--- config.mk ---
export PLATFORM = sky130hd
export DESIGN_NAME = ir_pd_receiver
export DESIGN_NICKNAME = d
export VERILOG_FILES = /design/src/rtl/ir_pd_pkg.sv /design/src/rtl/ir_pd_datapath.sv /design/src/rtl/ir_pd_control.sv /design/src/rtl/ir_pd_receiver.sv
export SDC_FILE = /design/constraint.sdc
export NUM_CORES = 1
export LEC_CHECK = 0
export BUFFER_PORTS_ARGS = -buffer_cell sky130_fd_sc_hd__buf_4
export CAP_MARGIN = 20
export CORE_AREA = 2 2 156 120
export DETAILED_ROUTE_END_ITERATION = 7
export DIE_AREA = 0 0 158 122
export PLACE_DENSITY = 0.48
export SYNTH_ARGS = -nofsm -noshare
export SYNTH_HDL_FRONTEND = slang
export SYNTH_SLANG_ARGS = --single-unit
--- constraint.sdc ---
create_clock -name clk -period 2.8 [get_ports clk]
set_input_delay 0.14 -clock clk [delete_from_list [all_inputs] [get_ports clk]]
set_output_delay 0.14 -clock clk [all_outputs]
set_load 0.02 [all_outputs]
--- src/rtl/ir_pd_pkg.sv ---
package ir_pd_pkg;

  typedef enum logic [2:0] {
    ST_IDLE,
    ST_LEAD,
    ST_GAP,
    ST_BMARK,
    ST_BSPACE,
    ST_ENDMARK,
    ST_REPMARK
  } rxState_t;

  // Strobes from control to datapath
  typedef struct packed {
    logic clrCount;
    logic shiftBit;
    logic bitVal;
    logic writeFrame;
    logic writeRepeat;
  } rxStrobe_t;

  // Upper acceptance limit: nominal plus a quarter
  function automatic int winHigh(input int nominal);
    return nominal + nominal / 4;
  endfunction

  // Lower acceptance limit: nominal minus a quarter
  function automatic int winLow(input int nominal);
    return nominal - nominal / 4;
  endfunction

  function automatic logic inWindow(input int measured, input int nominal);
    return (measured >= winLow(nominal)) && (measured <= winHigh(nominal));
  endfunction

endpackage

--- src/rtl/ir_pd_datapath.sv ---
module ir_pd_datapath
  import ir_pd_pkg::*;
#(
  parameter int SYNC_STAGES = 3,
  parameter int CNT_W       = 8,
  parameter int BYTE_W      = 8
) (
  input  logic                  clk,
  input  logic                  rstN,
  input  logic                  irPin,
  input  logic                  polHigh,
  input  logic                  tick,
  input  rxStrobe_t             strobes,
  output logic                  markRise,
  output logic                  markFall,
  output logic [CNT_W-1:0]      tickCount,
  output logic                  frameOk,
  output logic [2*BYTE_W:0]     wrData,
  output logic                  wrEn
);
  localparam int FRAME_BITS = 4 * BYTE_W;
  localparam int PAY_W      = 2 * BYTE_W;
  localparam logic [CNT_W-1:0] CNT_MAX = {CNT_W{1'b1}};

  logic [SYNC_STAGES-1:0] syncChain;
  logic                   markNow;
  logic                   markPrev;
  logic [FRAME_BITS-1:0]  shiftReg;
  logic [PAY_W-1:0]       lastPayload;
  logic [BYTE_W-1:0]      addrByte, addrInv, cmdByte, cmdInv;

  // Input synchronizer (SYNC_STAGES must be 2 or more)
  always_ff @(posedge clk or negedge rstN) begin
    if (!rstN) syncChain <= '0;
    else       syncChain <= {syncChain[SYNC_STAGES-2:0], irPin};
  end

  assign markNow  = polHigh ? syncChain[SYNC_STAGES-1] : ~syncChain[SYNC_STAGES-1];
  assign markRise = markNow & ~markPrev;
  assign markFall = ~markNow & markPrev;

  always_ff @(posedge clk or negedge rstN) begin
    if (!rstN) markPrev <= 1'b0;
    else       markPrev <= markNow;
  end

  // Interval counter; the tick of the clearing cycle belongs to the new interval
  always_ff @(posedge clk or negedge rstN) begin
    if (!rstN)                             tickCount <= '0;
    else if (strobes.clrCount)             tickCount <= tick ? CNT_W'(1) : '0;
    else if (tick && tickCount != CNT_MAX) tickCount <= tickCount + CNT_W'(1);
  end

  // Payload shift register, least significant bit arrives first
  always_ff @(posedge clk or negedge rstN) begin
    if (!rstN)                 shiftReg <= '0;
    else if (strobes.shiftBit) shiftReg <= {strobes.bitVal, shiftReg[FRAME_BITS-1:1]};
  end

  assign addrByte = shiftReg[BYTE_W-1:0];
  assign addrInv  = shiftReg[2*BYTE_W-1:BYTE_W];
  assign cmdByte  = shiftReg[3*BYTE_W-1:2*BYTE_W];
  assign cmdInv   = shiftReg[4*BYTE_W-1:3*BYTE_W];
  assign frameOk  = (addrByte == ~addrInv) && (cmdByte == ~cmdInv);

  // Output word and stored payload for repeat codes
  always_ff @(posedge clk or negedge rstN) begin
    if (!rstN) begin
      lastPayload <= '0;
      wrData      <= '0;
      wrEn        <= 1'b0;
    end else begin
      wrEn <= strobes.writeFrame | strobes.writeRepeat;
      if (strobes.writeFrame) begin
        lastPayload <= {addrByte, cmdByte};
        wrData      <= {1'b0, addrByte, cmdByte};
      end else if (strobes.writeRepeat) begin
        wrData      <= {1'b1, lastPayload};
      end
    end
  end

endmodule

--- src/rtl/ir_pd_control.sv ---
module ir_pd_control
  import ir_pd_pkg::*;
#(
  parameter int UNIT_TICKS = 8,
  parameter int CNT_W      = 8,
  parameter int FRAME_BITS = 32
) (
  input  logic             clk,
  input  logic             rstN,
  input  logic             enable,
  input  logic             repeatEn,
  input  logic             markRise,
  input  logic             markFall,
  input  logic [CNT_W-1:0] tickCount,
  input  logic             frameOk,
  output rxStrobe_t        strobes
);
  localparam int NOM_LEAD = 16 * UNIT_TICKS;
  localparam int NOM_GAP  = 8 * UNIT_TICKS;
  localparam int NOM_REP  = 4 * UNIT_TICKS;
  localparam int NOM_UNIT = UNIT_TICKS;
  localparam int NOM_ONE  = 3 * UNIT_TICKS;
  localparam int IDX_W    = $clog2(FRAME_BITS);
  localparam logic [IDX_W-1:0] LAST_IDX = IDX_W'(FRAME_BITS - 1);

  rxState_t         state, nextState;
  logic [IDX_W-1:0] bitIdx, nextIdx;
  int               cnt;

  assign cnt = int'(tickCount);

  always_comb begin
    nextState = state;
    nextIdx   = bitIdx;
    strobes   = '0;
    if (!enable) begin
      nextState        = ST_IDLE;
      strobes.clrCount = 1'b1;
    end else begin
      unique case (state)
        ST_IDLE: begin
          strobes.clrCount = 1'b1;
          if (markRise) nextState = ST_LEAD;
        end
        ST_LEAD: begin
          if (markFall) begin
            strobes.clrCount = 1'b1;
            nextState = inWindow(cnt, NOM_LEAD) ? ST_GAP : ST_IDLE;
          end else if (cnt > winHigh(NOM_LEAD)) nextState = ST_IDLE;
        end
        ST_GAP: begin
          if (markRise) begin
            strobes.clrCount = 1'b1;
            if (inWindow(cnt, NOM_GAP)) begin
              nextState = ST_BMARK;
              nextIdx   = '0;
            end else if (repeatEn && inWindow(cnt, NOM_REP)) nextState = ST_REPMARK;
            else nextState = ST_IDLE;
          end else if (cnt > winHigh(NOM_GAP)) nextState = ST_IDLE;
        end
        ST_BMARK: begin
          if (markFall) begin
            strobes.clrCount = 1'b1;
            nextState = inWindow(cnt, NOM_UNIT) ? ST_BSPACE : ST_IDLE;
          end else if (cnt > winHigh(NOM_UNIT)) nextState = ST_IDLE;
        end
        ST_BSPACE: begin
          if (markRise) begin
            strobes.clrCount = 1'b1;
            if (inWindow(cnt, NOM_UNIT) || inWindow(cnt, NOM_ONE)) begin
              strobes.shiftBit = 1'b1;
              strobes.bitVal   = inWindow(cnt, NOM_ONE);
              nextIdx          = bitIdx + IDX_W'(1);
              nextState        = (bitIdx == LAST_IDX) ? ST_ENDMARK : ST_BMARK;
            end else nextState = ST_IDLE;
          end else if (cnt > winHigh(NOM_ONE)) nextState = ST_IDLE;
        end
        ST_ENDMARK: begin
          if (markFall) begin
            strobes.clrCount   = 1'b1;
            strobes.writeFrame = inWindow(cnt, NOM_UNIT) && frameOk;
            nextState          = ST_IDLE;
          end else if (cnt > winHigh(NOM_UNIT)) nextState = ST_IDLE;
        end
        ST_REPMARK: begin
          if (markFall) begin
            strobes.clrCount    = 1'b1;
            strobes.writeRepeat = inWindow(cnt, NOM_UNIT);
            nextState           = ST_IDLE;
          end else if (cnt > winHigh(NOM_UNIT)) nextState = ST_IDLE;
        end
        default: nextState = ST_IDLE;
      endcase
    end
  end

  always_ff @(posedge clk or negedge rstN) begin
    if (!rstN) begin
      state  <= ST_IDLE;
      bitIdx <= '0;
    end else begin
      state  <= nextState;
      bitIdx <= nextIdx;
    end
  end

endmodule

--- src/rtl/ir_pd_receiver.sv ---
module ir_pd_receiver
  import ir_pd_pkg::*;
#(
  parameter int SYNC_STAGES = 3,
  parameter int UNIT_TICKS  = 8,
  parameter int BYTE_W      = 8
) (
  input  logic              clk,
  input  logic              rstN,
  input  logic              irPin,
  input  logic              tick,
  input  logic              enable,
  input  logic              polHigh,
  input  logic              repeatEn,
  output logic [2*BYTE_W:0] fifoWrData,
  output logic              fifoWrEn
);
  // Counter must reach beyond the longest window limit so overrun is visible
  localparam int LONGEST = 20 * UNIT_TICKS;
  localparam int CNT_W   = $clog2(LONGEST + 2);

  rxStrobe_t        strobes;
  logic             markRise, markFall, frameOk;
  logic [CNT_W-1:0] tickCount;

  ir_pd_datapath #(
    .SYNC_STAGES(SYNC_STAGES),
    .CNT_W      (CNT_W),
    .BYTE_W     (BYTE_W)
  ) i_datapath (
    .clk      (clk),
    .rstN     (rstN),
    .irPin    (irPin),
    .polHigh  (polHigh),
    .tick     (tick),
    .strobes  (strobes),
    .markRise (markRise),
    .markFall (markFall),
    .tickCount(tickCount),
    .frameOk  (frameOk),
    .wrData   (fifoWrData),
    .wrEn     (fifoWrEn)
  );

  ir_pd_control #(
    .UNIT_TICKS(UNIT_TICKS),
    .CNT_W     (CNT_W),
    .FRAME_BITS(4 * BYTE_W)
  ) i_control (
    .clk      (clk),
    .rstN     (rstN),
    .enable   (enable),
    .repeatEn (repeatEn),
    .markRise (markRise),
    .markFall (markFall),
    .tickCount(tickCount),
    .frameOk  (frameOk),
    .strobes  (strobes)
  );

endmodule

After elaboration in Yosys (flattened, before gate mapping)
Cells that the tools add are included.

Bits in registers: 86. Input bits: 7. Output and inout port bits: 18.

Add/sub/neg operators: 2. Magnitude comparators: 14. Equality and inequality tests: 18. Muxes and demuxes: 41. Bitwise operators: 8. Reduce and logical (&&, ||, !) cells: 18.

Operators by type and width (count): two-way mux 3 bit (17); two-way mux 17 bit (2); two-way mux 5 bit (4); one-hot mux 3 bit (6 select lines) (1); equality test 8 bit (2); greater-or-equal comparator 8 x 5 -> 1 bit (second input constant) (2); two-way mux 8 bit (2); inverter 8 bit (2); != test 4 x 2 -> 1 bit (second input constant) (3); one-hot mux 5 bit (2 select lines) (1); equality test 3 bit (second input constant) (3); logical AND 1 bit (9); two-way mux 1 bit (9); adder 8 x 1 -> 8 bit (second input constant) (1); greater-or-equal comparator 8 x 3 -> 1 bit (second input constant) (1); greater-or-equal comparator 8 x 6 -> 1 bit (second input constant) (1); greater-or-equal comparator 8 x 7 -> 1 bit (second input constant) (1); > comparator 8 x 4 -> 1 bit (second input constant) (1); > comparator 8 x 5 -> 1 bit (second input constant) (1); > comparator 8 x 7 -> 1 bit (second input constant) (1); > comparator 8 bit (second input constant) (1); less-or-equal comparator 8 x 4 -> 1 bit (second input constant) (1); less-or-equal comparator 8 x 5 -> 1 bit (second input constant) (1); less-or-equal comparator 8 x 6 -> 1 bit (second input constant) (1); 22 further kinds (33).

Depth between registers and ports, before layout
Gate-level depths: netlist of run 1.

Depth in word-level cells: 9. Depth in mapped cells: 10. Depth with buffers taken out: 8.

Cells and area by module
From an unflattened synthesis of run 1, not the netlist that was laid out.

Cell total of the unflattened synthesis: 348. Area, all modules: 4264.1 µm².

Modules (own cells, without submodules): ir_pd_datapath (instances 1, cells an instance 216, area an instance 3240.6 µm²); ir_pd_control (instances 1, cells an instance 132, area an instance 1023.5 µm²).

Worst setup path before layout of run 1
Ideal clock, no wire load.

Kind: reg-to-reg. From: reg i_datapath.tickCount[7]. To: reg i_datapath.shiftReg[10]. Library setup time: 125 ps. Arrival: 1935 ps. Slack: 740 ps. Cell stages (with the launch flop): 8. Buffers on the path: 2. Clock period less this slack: 2060 ps. Cell sequence: dfrtp_1 buf_2 or3b_1 a211oi_2 o21ai_2 nor2_4 buf_6 mux2_2.

Longest elaborated chain between the ends: 7. Elaborated cells on any way between the ends: 11. Classes of those cells: order compare: 4; mux: 4; reduce/logical: 3.

Ends and longest elaborated chain: start, declared (RTL line ir_pd_datapath.sv:16) `output logic [CNT_W-1:0] tickCount,`; start signal, assigned (RTL line ir_pd_datapath.sv:50) `else if (strobes.clrCount) tickCount <= tick ? CNT_W'(1) : '0;`; start signal, assigned (RTL line ir_pd_datapath.sv:51) `else if (tick && tickCount != CNT_MAX) tickCount <= tickCount + CNT_W'(1);`; greater-or-equal comparator 8 x 3 -> 1 bit, or another cell as far along (RTL line ir_pd_pkg.sv:33) `return (measured >= winLow(nominal)) && (measured <= winHigh(nominal));`; logical AND 1 bit (RTL line ir_pd_pkg.sv:33); logical OR 1 bit * (RTL line ir_pd_control.sv:70) `if (inWindow(cnt, NOM_UNIT) || inWindow(cnt, NOM_ONE)) begin`; two-way mux 2 bit * (RTL line ir_pd_control.sv:70); two-way mux 3 bit * (RTL line ir_pd_control.sv:68) `if (markRise) begin`; two-way mux 2 bit * (RTL line ir_pd_control.sv:40) `unique case (state)`; two-way mux 4 bit * (RTL line ir_pd_control.sv:36) `if (!enable) begin`; end signal, assigned (RTL line ir_pd_datapath.sv:57) `else if (strobes.shiftBit) shiftReg <= {strobes.bitVal, shiftReg[FRAME_BITS-1:1]};`; end, declared (RTL line ir_pd_datapath.sv:28) `logic [FRAME_BITS-1:0] shiftReg;`.

Mark *: on every way between the ends. The rest lies on a longest branch, timed or not. A chain may end at the register's enable or synchronous reset.

Final worst setup path of run 1
From: reg i_datapath.tickCount[6]. To: reg i_datapath.lastPayload[12].

Longest elaborated chain between the ends: 6. Elaborated cells on any way between the ends: 7. Classes of those cells: order compare: 2; mux: 3; reduce/logical: 2.

Ends and longest elaborated chain: greater-or-equal comparator 8 x 3 -> 1 bit / less-or-equal comparator 8 x 4 -> 1 bit (equally long branches) (RTL line ir_pd_pkg.sv:33); logical AND 1 bit * (RTL line ir_pd_pkg.sv:33); logical AND 1 bit * (RTL line ir_pd_control.sv:81) `strobes.writeFrame = inWindow(cnt, NOM_UNIT) && frameOk;`; two-way mux 1 bit * (RTL line ir_pd_control.sv:79) `if (markFall) begin`; two-way mux 1 bit * (RTL line ir_pd_control.sv:40); two-way mux 4 bit * (RTL line ir_pd_control.sv:36); end signal, assigned (RTL line ir_pd_datapath.sv:75) `lastPayload <= {addrByte, cmdByte};`; end, declared (RTL line ir_pd_datapath.sv:29) `logic [PAY_W-1:0] lastPayload;`.

Marked as above.

==> flow_results.org, run 1 <==
** Drt
- Dividing the detail-routed wire length by the instance count gives 13.32 um.
- ANT nets after route :: 0
- Summing over every cut layer, the via total after detailed routing is 2987.
- Number of detailed-routing iterations run before antenna repair :: 4
- For this run, design rule violations remaining after detail routing come to 0.
- Detailed-route wire length :: 9030 um
- Ratio of routed vias to standard cells :: 4.406
- DRC violation total after the first TritonRoute iteration :: 116

** STA
- Max-slew violation total from the final report :: 0
- Hold timing on the final database bottoms out at a slack of 0.04746 ns.
- Setup violations remaining at the end of the flow were counted as 0.
- Setup repair after global routing left no endpoint under its margin.
- Number of hold violations in the final report :: 0
- Static timing analysis puts the maximum clock frequency at 0.4185 GHz.
- Adding up every negative setup slack in the final design gives 0 ns.
- The smallest clock period supported by the final layout is computed as 2.389 ns.
- Final critical-path share of the clock period :: 85.33%
- For the final database, setup skew stands at 0.004214 ns.
- Relative slew margins :: 52.22%
- Setup slack closes at 0.4107 ns.
- For the pin with the worst max-slew slack, the measured transition is 0.7167 ns.

** Floorplanning
- The floorplan has 43 rows.
- Measured along the x axis, the die boundary spans 158 um.
- The initial utilization of the core area, before any placement, comes to 24.40%.
- Number of placed I/O pins :: 25
- Placeable Area :: 17970 um^2
- The floorplan step defined a die boundary enclosing 19280 um^2.
- Measured along the y axis, the die boundary spans 122 um.

** Job
- The tool flagged a number of max-cap violations equal to 0.

** Critical path
- Data on the critical path arrives at its endpoint at 2.62 ns.
- Traced cell by cell, the critical path runs through nor4_2 -> nand3_1 -> a2111oi_2 -> and4_1 -> buf_4 -> mux2_2.
- Standard cell with the maximum stage delay on the critical path :: sky130_fd_sc_hd__dfrtp_1
- The worst setup path is captured at a flip-flop.
- The setup path with the least slack is of type flip-flop to flip-flop.
- Along the worst path, the maximum fanout reaches 25.
- Data required time at the worst endpoint :: 3.03 ns
- The largest single stage delay on the critical path is 0.50 ns.
- For the worst flop-to-flop path, the logic depth is 6.
- Startpoint type of the worst setup path :: flip-flop

** Outcome
- Status :: complete, no violations

** CTS
- The number of clock buffers added by TritonCTS is 9.
- Clock tree from TritonCTS :: yes
- For this design, the sink count on the clock tree is 86.
- After clock tree synthesis, the clock-pin slew on the worst setup and hold paths is 0.06 ns.
- The clock tree synthesis step divided the H-tree into 3 levels.
- Buffer type at the clock tree root :: sky130_fd_sc_hd__clkbuf_16
- The clock passes through at most 2 buffers.
- The clock reaches the later pin of the worst-skew pair after 0.34 ns.
- Once the clock tree was built, the setup fixing pass inserted 0 buffers.

** Synth
- Area of the mapped netlist :: 4384 um^2
- Yosys warnings :: 0
- Mean post-synth cell area :: 10.88 um^2
- Number of flops mapped to enable cells by yosys :: 0
- Synthesis produced 403 cells.
- Summed over all instances, the cell type with the most area after synthesis is sky130_fd_sc_hd__dfrtp_1.
- Number of synthesized register bits :: 86
- Among all flip-flop cells after synthesis, the most frequent one is sky130_fd_sc_hd__dfrtp_1.
- The share of the Yosys chip area taken by registers is 49.09%.
- The number of nets handed over by synthesis was 414.
- Unique cell type count in the Yosys netlist :: 56
- Largest cells by area after synthesis :: sky130_fd_sc_hd__dfrtp_1 (49%), sky130_fd_sc_hd__mux2_2 (13%), sky130_fd_sc_hd__nor2_1 (3.3%)
- Counting flops with an async set or reset pin after synthesis yields a share of 100.0%.
- In this run the biggest area consumer among cell types represents 49.09% of the synthesized area.

** Placement
- Summing all placed instances gives a cell area of 4806 um^2.
- After legalization and detailed placement, the total HPWL measured 6203 um.
- Final weighted congestion in routability-driven placement :: 0.8566
- Number of I/O port buffers :: 24
- Pre-CTS worst setup slack :: 0.4024 ns

** Power
- Of the total power, combinational logic draws 6.3%.
- Proportion of total power due to net switching :: 22.52%
- Switching power :: 595.9 uW
- VDD IR max :: 0.2786 mV
- PwrDens :: 516.3 nW/um^2
- Share of total power in the clock network :: 46.0%
- Proportion of power drawn by flip-flops and latches :: 47.7%
- Internal power comes to 2051 uW.
- Overall power of the completed layout :: 2647 uW
- Reported leakage power :: 0.002374 uW

** GRT
- Antenna violations before repair :: 0
- GRT Util Overall :: 10.28%
- The first global-routing pass estimated 15430 um of wire.
- Largest net degree at the start of global routing :: 53
- Vias in the first global route :: 2999
- After global routing the overflow that remains totals 0.

** Cells and area
- Compared with the post-synthesis result, the final layout area differs by 16.92%.
- Storage element area :: 2152 um^2
- Summing all non-filler instances in the final layout gives an area of 5126 um^2.
- Fraction of layout instances using a drive strength above 1 :: 26.68%
- Summing all multi-input logic gate instances after layout gives 2027 um^2.
- The layout has 1875 filler cells.
- The number of antenna diodes in the final layout is 0.
- At the end of the flow, the number of nets in the layout was 438.

** Hold path
- The min-delay analysis places its worst path in the category input port to flip-flop.
- Counting instances, the worst hold path has a depth of 2.
==> placed cells by master, fill, tap and decap left out, types with 3 or more instances in the layout <==
cell type	n
sky130_fd_sc_hd__a21oi_1	12
sky130_fd_sc_hd__a22o_1	3
sky130_fd_sc_hd__and2b_1	7
sky130_fd_sc_hd__buf_4	32
sky130_fd_sc_hd__clkbuf_16	9
sky130_fd_sc_hd__dfrtp_1	86
sky130_fd_sc_hd__ha_1	4
sky130_fd_sc_hd__inv_1	10
sky130_fd_sc_hd__mux2_2	49
sky130_fd_sc_hd__nand2_1	22
sky130_fd_sc_hd__nand2b_1	3
sky130_fd_sc_hd__nand3_1	15
sky130_fd_sc_hd__nand4_1	6
sky130_fd_sc_hd__nor2_1	39
sky130_fd_sc_hd__nor2b_1	13
sky130_fd_sc_hd__nor3_1	26
sky130_fd_sc_hd__nor3_2	9
sky130_fd_sc_hd__nor4_1	7
sky130_fd_sc_hd__o21ai_0	7
sky130_fd_sc_hd__xnor2_1	12
sky130_fd_sc_hd__xor2_1	13
==> cell usage after synthesis (all sizes together) (4+ instances only) <==
cell type	n
a21oi	13
and2b	7
buf	18
clkbuf	5
dfrtp	86
ha	4
inv	10
mux2	49
nand2	22
nand3	15
nand4	6
nor2	40
nor2b	13
nor3	35
nor4	8
o21ai	9
xnor2	12
xor2	13
==> kinds of logic after synthesis <==
| group | count (synthesis) | share of synthesized area [%] |
|---|---|---|
| AO/OA/AOI/OAI | 45 | 7.534 |
| XOR/XNOR | 25 | 4.994 |
| adder cells (fa/ha/maj) | 5 | 1.370 |
| buffers and inverters | 33 | 4.680 |
| flip-flops | 86 | 49.09 |
| multiplexers | 50 | 12.81 |
| AND/OR/NAND/NOR | 159 | 19.52 |
==> power by group through the flow <==
stage,clock (uW),combinational [uW],sequential [uW]
after floorplan,0,105,1280
after CTS,1260,171,1260
after detailed placement,0,168,1290
after global placement,0,167,1290
final,1220,167,1260
after global routing,1320,192,1260
==> layer usage <==
layer	part of all wire (%)	global-route usage, %	vias up	routed length, um
li1	-	-	1465	-
met1	50	14.50	1458	4522
met2	44	14.92	52	3999
met3	4.2	3.131	12	380
met4	1.4	3.491	0	128
met5	0	0	-	0
==> sequential cells by signal, indices dropped and copies added (netlist names) <==
signal                  count
i_datapath.shiftReg        32
i_datapath.tickCount        8
i_datapath.wrEn             1
i_control.bitIdx            5
i_datapath.syncChain        3
i_datapath.wrData          17
i_datapath.lastPayload     16
i_datapath.markPrev         1
i_control.state             3
==> path summary, 6_finish.rpt <==
kind	slack (ns)	startpoint	end
max	0.41	i_datapath.tickCount[6]	i_datapath.lastPayload[12]
min	0.05	tick	i_datapath.tickCount[0]
max reg2reg	0.41	i_datapath.tickCount[6]	i_datapath.lastPayload[12]
min reg2reg	0.35	i_datapath.syncChain[1]	i_datapath.syncChain[2]
max in group asynchronous	1.76	rstN	i_datapath.wrData[16]
min in group asynchronous	0.38	rstN	i_datapath.tickCount[0]
==> area by class of cell <==
cell class | count | area share [%]
clock inverters | 3 | 0.8543
inverters | 10 | 0.7322
flip-flops and latches | 86 | 41.98
multi-input cells | 284 | 39.54
repair buffers | 36 | 5.858
well taps | 247 | 6.029
clock buffers | 12 | 5.004
==> critical path: cells and delay by family (launching register included) <==
| family | cells | cell delay, ns |
|---|---|---|
| buffers and inverters | 1 | 0.28 |
| muxes | 1 | 0.37 |
| AOI/OAI and AO/OA | 1 | 0.30 |
| DFF | 1 | 0.50 |
| and+or+nand+nor | 3 | 0.82 |
==> timing repair <==
| action | in CTS | in global routing |
|---|---|---|
| gates resized for setup | 0 | 0 |
| hold endpoints to repair | 52 | 0 |
| hold buffers | 2 | 0 |
==> per-stage QoR <==
step           cells  utilization [%]
6_report         678            28.53
5_1_grt          678            28.53
4_1_cts          678            28.53
3_5_place_dp     661            26.74
3_3_place_gp     661            26.74
2_1_floorplan    403                -
(Power assumes the default switching activity.)
==> inputs of run 2 (changes only) <==
--- a/config.mk
+++ b/config.mk
@@ -7,10 +7,11 @@
 export LEC_CHECK = 0
 export BUFFER_PORTS_ARGS = -buffer_cell sky130_fd_sc_hd__buf_4
 export CAP_MARGIN = 20
-export CORE_AREA = 2 2 156 120
+export CORE_AREA = 2 2 154 119
 export DETAILED_ROUTE_END_ITERATION = 7
-export DIE_AREA = 0 0 158 122
+export DIE_AREA = 0 0 156 121
 export PLACE_DENSITY = 0.48
 export SYNTH_ARGS = -nofsm -noshare
 export SYNTH_HDL_FRONTEND = slang
+export SYNTH_HIERARCHICAL = 1
 export SYNTH_SLANG_ARGS = --single-unit
==> run 2 against run 1 <==
Total power fell by 5.7%. Non-clock buffer count rose by 11. Hold slack worse by 0.0015 ns. Critical endpoint is now i_datapath/wrData[3].
==> flow_results.org, run 2 <==
** Outcome
- The run finished with clean final reports.

** Synth
- Area of the mapped netlist :: 4264 um^2 (-2.7%)
- Number of flops mapped to enable cells by yosys :: 0 (unchanged)
- The number of distinct standard cells referenced by the synthesized netlist was 61 (+8.9%).
- The total of flip-flops plus latches after synthesis was 86 (unchanged).
- Library cell with the largest summed area after synthesis :: sky130_fd_sc_hd__dfrtp_1
- Mean post-synth cell area :: 12.25 um^2 (+13%)
- Most common flop cell mapped by yosys :: sky130_fd_sc_hd__dfrtp_1
- The proportion of register bits with asynchronous set or reset after synthesis was 100.0% (unchanged).
- Synthesized instance count :: 348 (-14%)
- sky130_fd_sc_hd__dfrtp_1 is the most common cell in the netlist.
- List of most frequent post-synthesis cells :: sky130_fd_sc_hd__dfrtp_1 (86), sky130_fd_sc_hd__mux2_2 (54), sky130_fd_sc_hd__xor2_1 (18), sky130_fd_sc_hd__nand2_1 (16), sky130_fd_sc_hd__inv_1 (11)
- The Yosys warning count was 6 (+6).
- The area share of the largest cell type after synthesis came to 50.47% (+1.4 points).
- The share of synthesized area occupied by flip-flops and latches was 50.47% (+1.4 points).
- The post-synthesis net count was 358 (-14%).
- Largest cells by area after synthesis :: sky130_fd_sc_hd__dfrtp_1 (50%), sky130_fd_sc_hd__mux2_2 (14%), sky130_fd_sc_hd__xor2_1 (3.7%)

** Cells and area
- Leading cell type in the layout, fill and taps excluded :: sky130_fd_sc_hd__dfrtp_1
- The library cells used most frequently in the layout, excluding fill and tap cells, are sky130_fd_sc_hd__dfrtp_1 (86), sky130_fd_sc_hd__mux2_2 (54), sky130_fd_sc_hd__buf_4 (43), sky130_fd_sc_hd__xor2_1 (18), sky130_fd_sc_hd__nand2_1 (16).
- Ranked by flip-flop count, first place goes to i_datapath/shiftReg.
- The fraction of layout cells with a size suffix above 1 was 33.50% (+6.8 points).
- Final design area excluding fillers :: 5077 um^2 (-0.95%)
- Antenna cell count :: 0 (unchanged)
- The final cell utilization of the core is 29.37% (+0.84 points).
- Number of flip-flops in the largest register :: 32 (unchanged)
- The net count reported at finish came to 396 (-9.6%).
- Number of standard cells in the layout, taps in and fillers out :: 611 (-9.9%)
- The largest registers in the layout are i_datapath/shiftReg: 32 flops, i_datapath/wrData: 17 flops, i_datapath/lastPayload: 16 flops.
- From synthesis to final layout, the design area changed by 19.07%.

** Drt
- The via count is 2798 (-6.3%).
- ANT nets after route :: 0 (unchanged)
- The via-per-instance ratio was 4.579 (+3.9%).
- The initial DRC count came to 181 (+56%).
- Avg WL per Cell :: 14.52 um (+9.0%)
- The detailed-routing iteration count for the pre-antenna-repair pass is 4 (unchanged).
- The detailed-route DRC error count came to 0 (unchanged).
- Detailed-route wire length :: 8870 um (-1.8%)

** Critical path
- FF-to-FF End :: i_datapath/wrData[3]
- The peak fanout along the critical path came to 12 (-52%).
- WP buf/inv :: 1 (unchanged)
- Element type at the critical path end :: flip-flop
- Logic depth of the worst path, buffers included :: 8 (+2)
- The register-to-register setup slack is 0.34 ns (-0.07 ns).
- Standard cell with the maximum stage delay on the critical path :: sky130_fd_sc_hd__dfrtp_1
- Critical Path Max Stage Delay :: 0.41 ns (-0.09 ns)
- In this design, the critical path's most frequently occurring cell is sky130_fd_sc_hd__mux2_2.
- The data arrival time of the critical path came to 2.69 ns (+0.07 ns).
- CP Class :: flip-flop to flip-flop
- Startpoint type of the worst setup path :: flip-flop
- Traced cell by cell, the critical path runs through xor2_1 -> nand4_1 -> nor4_1 -> nand3_1 -> nor4_2 -> buf_4 -> mux2_2 -> mux2_2.
- Among cell families on the critical path, the largest total delay comes from simple AND/OR/NAND/NOR gates.
- Number of cells traversed by the worst register-to-register path :: 8 (+2)
- The required time of the worst setup path came to 3.03 ns (about the same).
- Worst reg2reg path startpoint :: i_datapath/shiftReg[1]

** Floorplanning
- Placeable Area :: 17290 um^2 (-3.8%)
- The area of the die came to 18880 um^2 (-2.1%).
- The vertical die dimension is 121 um (-0.82%).
- The number of I/O pins came to 25 (unchanged).
- Initial Utilization :: 24.66% (+0.27 points)
- The die span in x was 156 um (-1.3%).
- FP Rows :: 42 (-2.3%)

** CTS
- The clock-pin slew on the worst setup and hold paths was 0.06 ns (about the same).
- Clock tree from TritonCTS :: yes
- Setup fix buffers added after clock tree synthesis :: 0 (unchanged)
- Largest buffer count on any clock path :: 2 (unchanged)
- The number of resized instances in the post-cts repair step is 0 (unchanged).
- The count of H-tree levels built during CTS came to 3 (unchanged).
- Clock latency at the later pin of the worst-skew pair :: 0.35 ns (about the same)
- Total clock buffers created by CTS :: 9 (unchanged)
- Clock Sink Count :: 86 (unchanged)
- Buffer type at the clock tree root :: sky130_fd_sc_hd__clkbuf_16

** STA
- Min Clock Period, post-route :: 2.462 ns (+0.07282 ns)
- Final critical-path share of the clock period :: 87.93% (+2.6 points)
- Setup TNS Final :: 0 ns (unchanged)
- The maximum clock rate came to 0.4062 GHz (-3.0%).
- Setup repair after global routing left no endpoint under its margin.
- The worst slack on hold paths is 0.04600 ns (-0.001469 ns).
- The max-slew violation count is 0 (unchanged).
- The number of endpoints failing setup at the final stage was 0 (unchanged).
- The final number of hold-violating endpoints came to 0 (unchanged).
- The worst-margin pin slew was 0.7853 ns (+0.06865 ns).
- Relative slew margins :: 47.64% (-4.6 points)
- Max Clock Skew :: 0.008996 ns (+0.004782 ns)

** GRT
- The first-pass GRT wire length is 15060 um (-2.4%).
- The initial antenna violation count came to 0 (unchanged).
- The total global routing overflow came to 0 (unchanged).
- Vias in the first global route :: 2929 (-2.3%)
- The total routing resource utilization after global routing came to 10.19% (-0.094 points).
- Largest net degree at the start of global routing :: 61 (+15%)

** Power
- The largest voltage drop on the vdd net was 0.2852 mV (+2.4%).
- PwrDens :: 491.4 nW/um^2 (-4.8%)
- Reported leakage power :: 0.002419 uW (+1.9%)

** Placement
- Placement Cell Area :: 4785 um^2 (-0.44%)
- The half-perimeter wire length of the detailed placement result was 6099 um (-1.7%).
- Number of I/O port buffers :: 24 (unchanged)
- The cell count after placement was 593 (-10%).
- The final RePlAce weighted congestion came to 0.8215 (-4.1%).

** Hold path
- Depth of the worst hold-timing path :: 3 (+1)
- For hold timing, the worst endpoint is i_datapath/markPrev.
- In this run the most critical hold path is launched from polHigh.
- The path class of the tightest hold or removal check is input port to flip-flop.

** Job
- The number of maximum-capacitance violations was 0 (unchanged).
run 2: cell count changes after synthesis, sizes merged, moves of 8 or more:
cell   delta
mux2     +17
nor2     -34
nor2b     -8
nor3     -27
xnor2    -10
run 2: timing repair:
action                     4_1_cts  5_1_grt
hold buffers                     2        0
setup endpoints to repair        0        0
hold endpoints to repair        59        0
run 2: report_power, final:
| group | leakage [uW] | internal, uW | total, uW | switching, uW |
|---|---|---|---|---|
| clock network | 0.000134 | 608 | 1130 | 518 |
| registers | 0.00118 | 1250 | 1260 | 9.57 |
| logic | 0.00111 | 38.5 | 110 | 71.4 |
run 2: through the flow:
stage	worst slack [ns]	total power (uW)
finish	0.3379	2495
floorplan	0.3682	1333
detailed placement	0.3210	1392
global placement	0.3950	1391
CTS	0.3019	2540
global route	0.1648	2605
run 2: how the worst max path moves through the flow:
stage / start / end
6_report: i_datapath/shiftReg[1] / i_datapath/wrData[3]
5_1_grt: i_datapath/shiftReg[1] / i_datapath/wrData[3]
4_1_cts: i_datapath/shiftReg[1] / i_datapath/wrData[3]
3_5_place_dp: i_datapath/shiftReg[1] / i_datapath/wrData[3]
3_3_place_gp: i_datapath/shiftReg[2] / i_datapath/wrData[5]
2_1_floorplan: i_datapath/tickCount[5] / i_datapath/wrData[15]
run 2: cell families (layout without fill, tap and decap cells):
kind of cell / Yosys count / in the layout / synth area share, %
and+or+nand+nor: 89 / 89 / 12.59
DFF: 86 / 86 / 50.47
muxes: 72 / 72 / 19.63
AOI/OAI and AO/OA: 46 / 46 / 8.158
buffers and inverters: 31 / 74 / 3.932
xor gates and xnor gates: 20 / 20 / 4.108
adders and majority gates: 4 / 4 / 1.115
run 2: layout make-up:
cell class / instances / area [um^2]
Clock buffer: 10 / 229.0
Clock inverter: 6 / 43.79
Fill cell: 1777 / 12210
Inverter: 11 / 41.29
Multi-Input combinational cell: 231 / 1953
Sequential cell: 86 / 2152
Tap cell: 220 / 275.3
Timing Repair Buffer: 47 / 382.9
run 2: metal layers:
metal  wire (um)  vias to the layer above  GRT usage [%]
li1            -                     1344              -
met1        4640                     1405          14.18
met2        3833                       37          15.27
met3         263                       12          2.821
met4         133                        0          3.440
met5           0                        -              0
run 2: worst reg2reg max path, stage by stage (launching register included):
cell,delay (ns)
sky130_fd_sc_hd__dfrtp_1,0.41
sky130_fd_sc_hd__xor2_1,0.18
sky130_fd_sc_hd__nand4_1,0.16
sky130_fd_sc_hd__nor4_1,0.30
sky130_fd_sc_hd__nand3_1,0.12
sky130_fd_sc_hd__nor4_2,0.23
sky130_fd_sc_hd__buf_4,0.29
sky130_fd_sc_hd__mux2_2,0.38
sky130_fd_sc_hd__mux2_2,0.27
==> inputs of run 3 (changes only) <==
--- a/config.mk
+++ b/config.mk
@@ -5,12 +5,13 @@
 export SDC_FILE = /design/constraint.sdc
 export NUM_CORES = 1
 export LEC_CHECK = 0
+export ABC_AREA = 1
 export BUFFER_PORTS_ARGS = -buffer_cell sky130_fd_sc_hd__buf_4
 export CAP_MARGIN = 20
-export CORE_AREA = 2 2 154 119
+export CORE_AREA = 2 2 102 178
 export DETAILED_ROUTE_END_ITERATION = 7
-export DIE_AREA = 0 0 156 121
-export PLACE_DENSITY = 0.48
+export DIE_AREA = 0 0 104 180
+export PLACE_DENSITY = 0.49
 export SYNTH_ARGS = -nofsm -noshare
 export SYNTH_HDL_FRONTEND = slang
 export SYNTH_HIERARCHICAL = 1
==> constraint.sdc (replaced) <==
create_clock -name clk -period 2.1 [get_ports clk]
set_input_delay 0.105 -clock clk [delete_from_list [all_inputs] [get_ports clk]]
set_output_delay 0.105 -clock clk [all_outputs]
set_load 0.02 [all_outputs]
==> run 3 against run 2 <==
Via count grew 31%. Critical path depth grew 5. Die area shrank 0.83%. Flip-flop and latch count is the same. Sequential share of layout area shrank 4.7 points. Fmax grew 19%. Setup slack lost 0.31 ns.
==> flow_results.org, run 3 <==
** Cells and area
- Fill cell count :: 1864 (+4.9%)
- Layout-stage area growth over the synthesis result :: 34.02%
- The largest registers in the layout are i_datapath/shiftReg: 32 flops, i_datapath/wrData: 17 flops, i_datapath/lastPayload: 16 flops.
- The design area is 5713 um^2 (+13%).
- The flip-flop count of the largest register, all copies and words added was 32 (unchanged).
- Antenna cell count :: 0 (unchanged)
- Highest-count cells in the layout ignoring fill and taps :: sky130_fd_sc_hd__nand2_1 (151), sky130_fd_sc_hd__dfrtp_1 (85), sky130_fd_sc_hd__buf_4 (70), sky130_fd_sc_hd__inv_1 (50), sky130_fd_sc_hd__nor2_1 (49)
- Leading cell type in the layout, fill and taps excluded :: sky130_fd_sc_hd__nand2_1
- The fraction of layout cells with a size suffix above 1 was 28.55% (-5.0 points).
- i_datapath/shiftReg holds more flip-flops than any other register.
- Number of standard cells in the layout, taps in and fillers out :: 844 (+38%)
- Final core occ :: 33.03% (+3.7 points)
- Total Nets Final :: 618 (+56%)

** Power
- The leakage power figure is 0.002889 uW (+19%).
- Proportion of total power due to net switching :: 26.65% (+2.7 points)
- Share of total power in the clock network :: 44.5% (-0.6 points)
- Switching power :: 949.5 uW (+59%)
- Proportion of power drawn by flip-flops and latches :: 47.9% (-2.6 points)
- The ratio of total power to cell area was 623.6 nW/um^2 (+27%).
- The internal power contribution came to 2613 uW (+38%).
- VDD IR max :: 0.3341 mV (+17%)
- The fraction of power consumed by combinational cells is 7.6% (+3.2 points).

** Drt
- The initial DRC count came to 157 (-13%).
- The via count came to 3674 (+31%).
- The number of antenna-violating nets in the routed design was 0 (unchanged).
- The detailed-routing iteration count for the pre-antenna-repair pass came to 4 (unchanged).
- Detailed-route wire length :: 10750 um (+21%)
- The detailed-route wire length per cell is 12.73 um (-12%).
- The detailed-route DRC error count is 0 (unchanged).
- Ratio of routed vias to standard cells :: 4.353 (-4.9%)

** Critical path
- The required time of the worst setup path came to 2.33 ns (-0.70 ns).
- The data arrival time of the critical path is 2.30 ns (-0.39 ns).
- The path depth of the worst reg2reg path came to 13 (+5).
- FF-to-FF End :: i_datapath/wrData[9]
- Cell type group with the largest total delay on the critical path :: simple AND/OR/NAND/NOR gates
- The number of gates on the worst path with buffers counted came to 13 (+5).
- The register-to-register setup slack was 0.03 ns (-0.31 ns).
- Among all stages on the critical path, the largest delay is contributed by sky130_fd_sc_hd__dfrtp_2.
- In this run the critical register-to-register path is launched from i_datapath/shiftReg[6].
- STA classifies the critical path endpoint as a flip-flop.
- The critical path goes through nand2_2 -> inv_2 -> nor2_1 -> nand2_1 -> nor2_2 -> nand2_1 -> nor2_1 -> nor3b_4 -> inv_2 -> clkbuf_16 -> nand2_2 -> o21ai_2 -> mux2_4.
- The setup path with the least slack is of type flip-flop to flip-flop.
- The peak fanout along the critical path is 16 (+4).
- Startpoint type of the worst setup path :: flip-flop
- The buffer and inverter count on the worst path came to 3 (+2).
- The maximum cell stage delay along the critical path came to 0.45 ns (+0.04 ns).

** CTS
- Largest buffer count on any clock path :: 2 (unchanged)
- The latest clock arrival within the worst-skew pair came to 0.34 ns (about the same).
- The count of H-tree levels built during CTS was 3 (unchanged).
- Clock tree from TritonCTS :: yes
- The TritonCTS sink count came to 86 (unchanged).
- Total clock buffers created by CTS :: 9 (unchanged)
- The tree is rooted in a sky130_fd_sc_hd__clkbuf_16.
- Clock-pin slew on the worst setup and hold paths :: 0.07 ns (about the same)

** Floorplanning
- The die span in x is 104 um (-33%).
- The number of I/O pins came to 25 (unchanged).
- Initial Utilization :: 24.65% (about the same)
- The core region area is 17300 um^2 (about the same).
- The area of the die came to 18720 um^2 (-0.83%).
- FP Rows :: 64 (+52%)
- Die Span Y :: 180 um (+49%)

** Placement
- The port buffer count came to 24 (unchanged).
- The final RePlAce weighted congestion was 0.8881 (+8.1%).
- Placement Cell Area :: 4985 um^2 (+4.2%)
- The half-perimeter wire length of the detailed placement result is 7442 um (+22%).
- Number of placed instances, taps included :: 806 (+36%)

** STA
- Setup TNS Final :: 0 ns (unchanged)
- The maximum clock rate is 0.4823 GHz (+19%).
- Setup repair after global routing could not meet its margin everywhere.
- Final setup viols :: 0 (unchanged)
- The max-slew violation count came to 0 (unchanged).
- Relative slew margins :: 61.54% (+14 points)
- The worst slack on hold paths is 0.06919 ns (+0.02320 ns).
- The worst-margin pin slew came to 0.5769 ns (-0.2084 ns).
- Final critical-path share of the clock period :: 98.73% (+11 points)
- The shortest period the worst path allows is 2.073 ns (-0.3888 ns).
- The final number of hold-violating endpoints was 0 (unchanged).
- Max Clock Skew :: 0.009027 ns (+0.00003139 ns)

** Synth
- Fraction of synthesized cell area taken by the top area cell type :: 50.48% (about the same)
- Most common flop cell mapped by yosys :: sky130_fd_sc_hd__dfrtp_1
- The commonest cells after synthesis are sky130_fd_sc_hd__nand2_1 (168), sky130_fd_sc_hd__dfrtp_1 (86), sky130_fd_sc_hd__inv_1 (60), sky130_fd_sc_hd__nor2_1 (57), sky130_fd_sc_hd__o21ai_0 (44).
- Yosys warnings :: 6 (unchanged)
- The total of flip-flops plus latches after synthesis was 86 (unchanged).
- Async set-or-reset flop fraction in the synthesized netlist :: 100.0% (unchanged)
- Fraction of the yosys area taken by sequential cells :: 50.48% (about the same)
- Yosys instantiated no cell more often than sky130_fd_sc_hd__nand2_1.
- Net count after synthesis :: 538 (+50%)
- By area the synthesized netlist is led by sky130_fd_sc_hd__dfrtp_1 (50%), sky130_fd_sc_hd__nand2_1 (15%), sky130_fd_sc_hd__inv_1 (5.3%).
- The count of flip-flops with a built-in enable after synthesis was 0 (unchanged).
- The number of distinct standard cells referenced by the synthesized netlist is 35 (-43%).
- Summed over all instances, the cell type with the most area after synthesis is sky130_fd_sc_hd__dfrtp_1.
- Mean post-synth cell area :: 8.074 um^2 (-34%)
- The cell area after synthesis came to 4263 um^2 (about the same).
- Synthesized instance count :: 528 (+52%)

** GRT
- Leftover overflow at the end of global routing :: 0 (unchanged)
- The pin count of the biggest net entering global routing is 45 (-26%).
- The initial antenna violation count was 0 (unchanged).
- Global-route wire length before repair :: 16980 um (+13%)
- The total routing resource utilization after global routing came to 11.16% (+0.97 points).
- The via count of the first global-routing pass was 3617 (+23%).

** Hold path
- The cell depth of the worst hold path was 3 (unchanged).
- Classification of the worst-slack hold path :: input port to flip-flop
- Hold path endpoint :: i_control/state[1]
- In this run the most critical hold path is launched from enable.

** Outcome
- Status :: complete, no violations

** Job
- The number of maximum-capacitance violations came to 0 (unchanged).
run 3: cell types whose count changed in the layout (fill, tap and decap cells not counted), sizes merged, moves of 7 or more:
| cell | before | now |
|---|---|---|
| inv | 14 | 66 |
| buf | 45 | 75 |
| nand2 | 16 | 172 |
| mux2 | 66 | 18 |
| o21ai | 7 | 49 |
| nand3 | 8 | 34 |
| nor2 | 6 | 57 |
| nor4 | 7 | 0 |
| xor2 | 18 | 1 |
run 3: per-stage QoR:
| stage | worst slack (ns) | total power, uW |
|---|---|---|
| after floorplan | -0.009924 | 1861 |
| after global placement | -0.09185 | 1989 |
| after detailed placement | -0.1199 | 1994 |
| after CTS | -0.02734 | 3610 |
| after global routing | -0.1245 | 3722 |
| final | 0.02666 | 3563 |
run 3: how the worst max path moves through the flow:
stage / slack (ns) / from / to
final: 0.03 / i_datapath/shiftReg[6] / i_datapath/wrData[9]
after global routing: -0.12 / i_datapath/tickCount[5] / i_datapath/wrData[9]
after CTS: -0.03 / i_datapath/tickCount[4] / i_datapath/wrData[0]
after detailed placement: -0.12 / i_datapath/tickCount[7] / i_datapath/wrData[5]
after global placement: -0.09 / i_datapath/tickCount[7] / i_datapath/wrData[15]
after floorplan: -0.01 / i_datapath/tickCount[6] / i_datapath/wrData[10]
run 3: power groups by stage:
stage | registers [uW] | clock network [uW] | logic, uW
after detailed placement | 1740 | 0 | 259
final | 1710 | 1580 | 272
after floorplan | 1740 | 0 | 123
after global routing | 1710 | 1710 | 307
after CTS | 1700 | 1640 | 265
after global placement | 1740 | 0 | 254
run 3: worst register-to-register path: stages, from the launching register on:
cell,delay [ns]
sky130_fd_sc_hd__dfrtp_2,0.45
sky130_fd_sc_hd__nand2_2,0.08
sky130_fd_sc_hd__inv_2,0.03
sky130_fd_sc_hd__nor2_1,0.09
sky130_fd_sc_hd__nand2_1,0.06
sky130_fd_sc_hd__nor2_2,0.11
sky130_fd_sc_hd__nand2_1,0.08
sky130_fd_sc_hd__nor2_1,0.12
sky130_fd_sc_hd__nor3b_4,0.23
sky130_fd_sc_hd__inv_2,0.13
sky130_fd_sc_hd__clkbuf_16,0.21
sky130_fd_sc_hd__nand2_2,0.07
sky130_fd_sc_hd__o21ai_2,0.05
sky130_fd_sc_hd__mux2_4,0.25
run 3: final cells by class:
class	instances	area (um^2)	area share, %
tap	231	289.0	5.059
sequential	86	2153	37.69
timing repair buffer	83	772.0	13.51
inverter	62	232.7	4.074
clock buffer	9	225.2	3.942
multi-input combinational	366	1967	34.43
clock inverter	7	73.82	1.292
run 3: kinds of logic after synthesis:
group	count (synthesis)	synth area share, %
simple gates	277	26.86
xor+xnor	3	0.6165
fa+ha+maj	3	0.8806
flops	86	50.48
compound gates	65	8.042
buf+inv	76	7.573
mux	18	5.547
run 3: layer usage:
metal  GRT usage, %  up-vias  part of all wire [%]
met5              0        -                     0
met2          21.18       55                    56
met4          4.378        0                   2.8
li1               -     1841                     -
met1          11.90     1751                    39
met3          2.248       27                   2.1
run 3: timing repair:
action                                  in CTS  in global routing
setup buffers                                1                 13
pin swaps                                    2                 11
cloned                                       0                  5
endpoints found under the setup margin      16                 46
resized for setup                           22                 53
hold buffers                                 3                  0
endpoints found under the hold margin       44                  0
